==> src/rtl/pcc_pkg.sv <==
package pcc_pkg;

    typedef enum logic {
        PCC_IDLE = 1'b0,
        PCC_SCAN = 1'b1
    } pcc_state_e;

    localparam int MODE_W = 2;
    typedef logic [MODE_W-1:0] pcc_mode_t;
    localparam pcc_mode_t MODE_OFF = 2'b00;

endpackage

==> src/rtl/pcc_page_window.sv <==
module pcc_page_window #(
    parameter int ADDR_W     = 32,
    parameter int PAGE_SHIFT = 12
) (
    input  logic [ADDR_W-1:0] addr_i,
    output logic [ADDR_W-1:0] first_o,
    output logic [ADDR_W-1:0] last_o
);
    localparam logic [ADDR_W-1:0] OFFS_MASK = ADDR_W'((64'd1 << PAGE_SHIFT) - 64'd1);

    always_comb begin
        first_o = addr_i & ~OFFS_MASK;
        last_o  = addr_i | OFFS_MASK;
    end
endmodule

==> src/rtl/pcc_entry_match.sv <==
module pcc_entry_match
    import pcc_pkg::*;
#(
    parameter int ADDR_W = 32
) (
    input  logic [ADDR_W-1:0] lo_i,
    input  logic [ADDR_W-1:0] hi_i,
    input  pcc_mode_t         mode_i,
    input  logic [ADDR_W-1:0] pg_first_i,
    input  logic [ADDR_W-1:0] pg_last_i,
    output logic              active_o,
    output logic              covers_o,
    output logic              touches_o
);
    logic lo_in_page;
    logic hi_in_page;

    always_comb begin
        active_o   = (mode_i != MODE_OFF);
        lo_in_page = (lo_i >= pg_first_i) && (lo_i <= pg_last_i);
        hi_in_page = (hi_i >= pg_first_i) && (hi_i <= pg_last_i);
        covers_o   = (lo_i <= pg_first_i) && (hi_i >= pg_last_i);
        touches_o  = lo_in_page || hi_in_page;
    end
endmodule

==> src/rtl/pcc_page_classifier.sv <==
module pcc_page_classifier
    import pcc_pkg::*;
#(
    parameter int NUM_ENT    = 8,
    parameter int ADDR_W     = 32,
    parameter int PAGE_SHIFT = 12,
    parameter int CNT_W      = $clog2(NUM_ENT + 1)
) (
    input  logic                        clk,
    input  logic                        rst_n,
    input  logic                        start_i,
    input  logic [ADDR_W-1:0]           query_addr_i,
    input  logic                        prot_en_i,
    input  logic [CNT_W-1:0]            rule_cnt_i,
    input  logic [NUM_ENT*ADDR_W-1:0]   ent_lo_i,
    input  logic [NUM_ENT*ADDR_W-1:0]   ent_hi_i,
    input  logic [NUM_ENT*MODE_W-1:0]   ent_mode_i,
    output logic                        done_o,
    output logic                        full_page_o
);
    localparam int IDX_W = (NUM_ENT > 1) ? $clog2(NUM_ENT) : 1;
    localparam logic [IDX_W-1:0] LAST_IDX = IDX_W'(NUM_ENT - 1);

    typedef struct packed {
        pcc_state_e        state;
        logic [IDX_W-1:0]  idx;
        logic [ADDR_W-1:0] pg_first;
        logic [ADDR_W-1:0] pg_last;
        logic              done;
        logic              full;
    } pcc_regs_t;

    pcc_regs_t d, q;

    logic [ADDR_W-1:0]  win_first_w;
    logic [ADDR_W-1:0]  win_last_w;
    logic [NUM_ENT-1:0] active_w;
    logic [NUM_ENT-1:0] covers_w;
    logic [NUM_ENT-1:0] touches_w;

    pcc_page_window #(
        .ADDR_W    (ADDR_W),
        .PAGE_SHIFT(PAGE_SHIFT)
    ) u_window (
        .addr_i (query_addr_i),
        .first_o(win_first_w),
        .last_o (win_last_w)
    );

    for (genvar g = 0; g < NUM_ENT; g++) begin : g_ent
        pcc_entry_match #(
            .ADDR_W(ADDR_W)
        ) u_match (
            .lo_i      (ent_lo_i[g*ADDR_W +: ADDR_W]),
            .hi_i      (ent_hi_i[g*ADDR_W +: ADDR_W]),
            .mode_i    (ent_mode_i[g*MODE_W +: MODE_W]),
            .pg_first_i(q.pg_first),
            .pg_last_i (q.pg_last),
            .active_o  (active_w[g]),
            .covers_o  (covers_w[g]),
            .touches_o (touches_w[g])
        );
    end

    always_comb begin
        d      = q;
        d.done = 1'b0;
        unique case (q.state)
            PCC_IDLE: begin
                if (start_i) begin
                    d.pg_first = win_first_w;
                    d.pg_last  = win_last_w;
                    d.idx      = '0;
                    if (!prot_en_i || (rule_cnt_i == '0)) begin
                        d.done = 1'b1;
                        d.full = 1'b1;
                    end else begin
                        d.state = PCC_SCAN;
                    end
                end
            end
            PCC_SCAN: begin
                if (active_w[q.idx] && covers_w[q.idx]) begin
                    d.done  = 1'b1;
                    d.full  = 1'b1;
                    d.state = PCC_IDLE;
                end else if (active_w[q.idx] && touches_w[q.idx]) begin
                    d.done  = 1'b1;
                    d.full  = 1'b0;
                    d.state = PCC_IDLE;
                end else if (q.idx == LAST_IDX) begin
                    d.done  = 1'b1;
                    d.full  = 1'b1;
                    d.state = PCC_IDLE;
                end else begin
                    d.idx = q.idx + 1'b1;
                end
            end
            default: d.state = PCC_IDLE;
        endcase
    end

    always_ff @(posedge clk or negedge rst_n) begin
        if (!rst_n) begin
            q.state    <= PCC_IDLE;
            q.idx      <= '0;
            q.pg_first <= '0;
            q.pg_last  <= '0;
            q.done     <= 1'b0;
            q.full     <= 1'b1;
        end else begin
            q <= d;
        end
    end

    assign done_o      = q.done;
    assign full_page_o = q.full;

endmodule

==> config.mk <==
export PLATFORM = sky130hd
export DESIGN_NAME = pcc_page_classifier
export DESIGN_NICKNAME = d
export VERILOG_FILES = /design/src/rtl/pcc_pkg.sv /design/src/rtl/pcc_page_window.sv /design/src/rtl/pcc_entry_match.sv /design/src/rtl/pcc_page_classifier.sv
export SDC_FILE = /design/constraint.sdc
export NUM_CORES = 1
export LEC_CHECK = 0
export ABC_AREA = 0
export BUFFER_PORTS_ARGS = -buffer_cell sky130_fd_sc_hd__buf_4
export CAP_MARGIN = 20
export CORE_AREA = 2 2 224 226
export CTS_BUF_LIST = sky130_fd_sc_hd__clkbuf_8 sky130_fd_sc_hd__clkbuf_16
export DETAILED_ROUTE_END_ITERATION = 6
export DIE_AREA = 0 0 226 228
export PLACE_DENSITY = 0.59
export SETUP_SLACK_MARGIN = 0.4
export SYNTH_ARGS = -nofsm -noshare
export SYNTH_HDL_FRONTEND = slang
export SYNTH_SLANG_ARGS = --single-unit
==> constraint.sdc <==
create_clock -name clk -period 8.9 [get_ports clk]
set_clock_uncertainty 0.15 [all_clocks]
set_input_delay 0.89 -clock clk [delete_from_list [all_inputs] [get_ports clk]]
set_output_delay 0.89 -clock clk [all_outputs]
set_load 0.1 [all_outputs]
## After elaboration in Yosys (flattened, before gate mapping)

Index checks and enable logic that the tools add are counted.

| storage, ports and cells | value |
|---|---|
| register bits after elaboration | 58 |
| logic and storage cells | 132 |
| input bits | 568 |

| cells by class | value |
|---|---|
| multiplexer cells | 20 |
| magnitude comparators | 49 |
| reduce and logical (&&, ||, !) cells | 48 |
| add/sub/neg operators | 1 |
| equality and inequality tests | 7 |
| bitwise logic cells | 1 |

Operator list:

| cell | count |
|---|---|
| 32-bit greater-or-equal comparator | 24 |
| 32-bit less-or-equal comparator | 24 |
| 70-bit 2-to-1 mux | 1 |
| 1-bit logical AND | 26 |
| 2-bit nonzero test | 8 |
| 2-bit inequality test (second input constant) | 5 |
| 1-bit binary-select mux with 3-bit select | 3 |
| 1-bit logical OR | 9 |
| 3-bit 2-to-1 mux | 3 |
| 2-bit 2-to-1 mux | 4 |
| 4-bit one-hot mux with 2 select lines | 1 |
| 1-bit 2-to-1 mux | 7 |
| 4-bit zero test | 1 |
| 3-bit by 4-bit < comparator with 1-bit output (second input constant) | 1 |
| 4-bit by 1-bit inequality test with 1-bit output (second input constant) | 1 |
| 2-bit one-hot mux with 2 select lines | 1 |
| 4-bit AND reduction | 1 |
| 3-bit by 1-bit adder with 3-bit output (second input constant) | 1 |
| 3-bit == test (second input constant) | 1 |
| 3-bit AND reduction | 1 |
| 2-bit AND reduction | 1 |
| 1-bit zero test | 1 |
| 1-bit inverter | 1 |

## Logic depth before layout (Yosys ltp)

| logic depth | value |
|---|---|
| word-level depth | 9 |
| depth in mapped cells | 13 |
| gate-level depth less buffers | 13 |

## Hierarchy

A second synthesis with hierarchy kept.

| second synthesis, totals | value |
|---|---|
| cells, all modules | 3473 |
| area total of the unflattened synthesis | 27405.0 sq um |

Modules (own cells, without submodules):

| module | cells each | seq. area each (sq um) | instances | area an instance (sq um) |
|---|---|---|---|---|
| pcc_entry_match | 387 | 0.0 | 8 | 3002.9 |
| pcc_page_classifier | 311 | 1752.9 | 1 | 2894.0 |
| pcc_page_window | 66 | 0.0 | 1 | 488.0 |

## Least setup slack after synthesis

OpenSTA, ideal clock, no wires.

| timing | value |
|---|---|
| path kind | register to register |
| start | reg q[13] (netlist bit) |
| end | reg q[67] (netlist bit) |
| library setup time | 0.125 ns |
| data required time | 8.625 ns |
| path slack | 2.530 ns |
| path buffers | 0 |
| cell stages (with the launch flop) | 14 |
| data arrival time | 6.095 ns |
| path through | dfrtp_1 inv_1 ha_1 and4_1 and2_0 a22oi_1 or3b_1 a21o_1 a32oi_1 a2bb2oi_2 o31ai_2 nor2_4 nand3_4 mux2_4 |

| on the way | value |
|---|---|
| longest elaborated chain between the ends | 8 |
| elaborated cells between the ends (all ways) | 65 |
| those cells by class | order compare: 24; eq/ne: 2; mux: 4; reduce/logical: 35 |

RTL lines:

| what | RTL line | RTL |
|---|---|---|
| start, declared | pcc_page_classifier.sv:33 | `pcc_regs_t d, q;` |
| 32-bit less-or-equal comparator, on equally long branches | pcc_entry_match.sv:20, pcc_entry_match.sv:21 |  |
| 1-bit logical AND, on equally long branches | pcc_entry_match.sv:20, pcc_entry_match.sv:21 |  |
| 1-bit logical OR | pcc_entry_match.sv:23 | `touches_o = lo_in_page \|\| hi_in_page;` |
| 1-bit binary-select mux with 3-bit select | pcc_page_classifier.sv:87 | `end else if (active_w[q.idx] && touches_w[q.idx]) begin` |
| 1-bit 2-to-1 mux (implied by the code) | pcc_page_classifier.sv:87 |  |
| 1-bit logical AND | pcc_page_classifier.sv:87 |  |
| 2-bit inequality test (no line) | - |  |
| 4-bit AND reduction (no line) * | - |  |

Mark *: on every way between the ends. The rest lies on a longest branch, timed or not. The select of a mux whose other input is x is not followed.
A chain may end at the register's enable or synchronous reset.

## Final worst setup path

Ends and elaborated chain as after synthesis.

==> reports/results.ini <==
[route]
wl_mm = 66.56
ant_nets = 0
drc = 0
vias_per_cell = 5.458
via_count = 16190
wl_per_cell_um = 22.43
dr.pass1.iters = 5
drtIter0Drc = 651

[yosys]
synth_async_sr_flop_share_pct = 100.0
synth_cell_types = 72
yosysTopAreaCell = ha_1
synth.top_cells.by_count = 530 x ha_1, 223 x a21oi_1, 177 x nand2_1
synth_nets = 2817
yosys.area.top_type_share_pct = 48.24
syn_area_um2 = 13750
yosysMostFrequentCell = ha_1
synth-seq-cells = 27
synth_ff_type = dfrtp_1
synth_edf_count = 0
ys_seq_area_share_pct = 4.924
postSynthCellCount = 1719
ys_warn_count = 0
syn_avg_cell_area_um2 = 7.997
synthTopCellsByArea = ha_1 48%, a21oi_1 8.1%, nand2_1 4.8%

[grt]
overflow = 0
grt_pass1_vias = 16530
grt_pass1_wl_mm = 96.49
grt_usage_pct = 24.78
antenna_found_initial = 1
grt_max_degree = 109

[power_and_ir_drop]
p_leak_nw = 9.409
power.density_nw_per_um2 = 182.1
ir_drop_mv = 0.1115

[timing]
finalCritPeriodShare_pct = 53.97
rsz0062_at_grt = no
slew_headroom_pct = 38.52
setup_tns_ns = 0
worstMarginPinSlew_ns = 0.9223
min_period_ns = 4.804
setup_viol_count_final = 0
fmax_ghz = 0.2082
finalHoldViolCount = 0
slew_violations = 0

[cells_and_area]
antenna_cells = 0
fill_cells = 5071
ff_latch_area_um2 = 680.7
finalNonFillerCells = 2967
drive_gt1_share_pct = 26.49
multiInputGateArea_um2 = 12750
synthToLayoutAreaGrowth_pct = 38.07
fin_nets = 3394

[setup_path]
critPathBufInv = 2
crit_path_cell_trace = inv_6 > buf_4 > ha_1 > a21oi_1 > nor2_1 > a211oi_1 > o221ai_1 > a2111oi_0 > o221ai_1 > o41a_1 > o21ba_1 > a32o_2 > nand3_4 > mux2_4
worst_path_most_repeated_cell = o221ai_1
worstPathArrival_ns = 4.80
critPathRequiredTime_ns = 8.90
rrSetupSlack_ns = 4.10
cpPeakStageDelay_ns = 0.75
cp-end-kind = flop
cp_top_family = compound AO/OA/AOI/OAI gates
criticalPathCategory = reg2reg
worstSetupStartpointType = flop
slowest_stage = buf_4
crit_fanout = 108

[floorplanning]
start_util_pct = 27.86
die_y_um = 228
io_pins = 570
die_w_um = 226
die_area_um2 = 51530
core.rowCount = 82
coreArea_um2 = 49350

[clock_tree]
clockBufferDepth = 2
cts_setup_buffers = 0
cts_max_level = 1
cts-hold-fix-buffers = 0
clk_pin_slew_worst_paths_ns = 0.07
cts_tree = yes
numCtsBuffers = 3
cts_sinks = 27
clock-root-buffer = clkbuf_16
cts-resized-gates = 0
worst_skew_pair.late_latency_ns = 0.26

[hold_path]
hold_path_class = in2async

[run]
cap_violations = 0

[placed_design]
gp_congestion = 0.9178
port_buffers = 557
dp_cells = 2963
hpwlAfterDp_mm = 54.90

[run_status]
status = finished, final reports clean

## final timing paths
check                                        from                       to  cells after the start
worst max-delay path            q[13]$_DFFE_PN0P_        q[67]$_DFFE_PN0P_                     14
worst max register to register  q[13]$_DFFE_PN0P_        q[67]$_DFFE_PN0P_                     14
worst min register to register  q[22]$_DFFE_PN0P_        q[22]$_DFFE_PN0P_                      2
worst min-delay path                        rst_n        q[17]$_DFFE_PN0P_                      1
max in group asynchronous                   rst_n  full_page_o$_DFFE_PN1P_                      1
min in group clk                q[22]$_DFFE_PN0P_        q[22]$_DFFE_PN0P_                      2
## power by group
part | total (W) | leakage [nW] | switching [W] | internal (W)
combinational | 0.00312 | 9.04 | 0.00195 | 0.00118
clock | 0.000104 | 0.0423 | 0.0000434 | 0.0000603
sequential | 0.000228 | 0.327 | 0.0000479 | 0.000180
## state kept, by name, indices dropped and copies added, names as in the netlist
signal       cells
q               25
done_o           1
full_page_o      1
## cells by family after synthesis
kind of cell               Yosys count  synth area share [%]
AOI/OAI and AO/OA                  507                 22.60
adders and majority gates          530                 48.24
buffers and inverters               79                 2.366
DFF                                 27                 4.924
muxes                                4                0.3276
and+or+nand+nor                    572                 21.54
## stage by stage
step | worst slack (ns) | utilization (%) | hold slack [ns] | power (W) | instance area (µm²)
finish | 4.096 | 38.46 | 0.3882 | 0.003456 | 18980
global route | 3.618 | 38.46 | 0.4053 | 0.003837 | 18980
CTS | 4.073 | 38.46 | 0.4012 | 0.003446 | 18980
detailed placement | 4.090 | 38.30 | 0.4393 | 0.003325 | 18900
global placement | 4.211 | 38.30 | 0.4527 | 0.003210 | 18900
floorplan | 2.530 | - | 0.4387 | 0.002063 | 13750
## metal layers
metal	track usage (%)	vias up	part of all wire [%]
met5	0	-	0.020
met3	4.817	119	7.4
li1	-	7974	-
met1	28.56	7503	40
met4	8.485	2	3.6
met2	45.14	595	49
## cells in the final DEF, fill, tap and decap left out, types with 4 or more instances in the layout
cell       Yosys  final
buf_4          0    582
ha_1         530    530
a21oi_1      223    223
nand2_1      177    177
o21ai_0      108    108
nand4_1       99     99
nor2_1        78     78
nor4_1        70     70
inv_1         69     65
nand3_1       30     30
nor3_1        30     30
o211ai_1      27     27
nor2b_1       27     26
a21o_1        25     25
dfrtp_1       26     23
a211oi_1      21     21
and4_1        17     17
o21a_1        14     14
a221o_1        9      9
nand2b_1       9      9
or4_1          9      9
a221oi_1       8      8
a22oi_1        6      6
a31oi_1        6      6
o221ai_1       6      6
and2_0         5      5
a41oi_1        5      5
a2111oi_0      5      5
and2_1         5      5
or3_1          5      5
o31ai_1        4      4
a2111o_1       4      4
## area by class of cell
cell class / count / area share [%]
Timing Repair Buffer: 582 / 23.02
Clock inverter: 1 / 0.01978
Inverter: 69 / 1.391
Sequential cell: 27 / 3.586
Multi-Input combinational cell: 1613 / 67.16
Clock buffer: 3 / 0.3955
Tap cell: 672 / 4.430
## worst register-to-register path, delay by kind of cell (launching register included)
family	cells	cell delay [ns]
and+or+nand+nor	2	0.17
muxes	1	0.30
DFF	1	0.43
adders and majority gates	1	0.42
AOI/OAI and AO/OA	8	1.83
buffers and inverters	2	1.40
No activity file was read; power rests on OpenSTA's default activity.
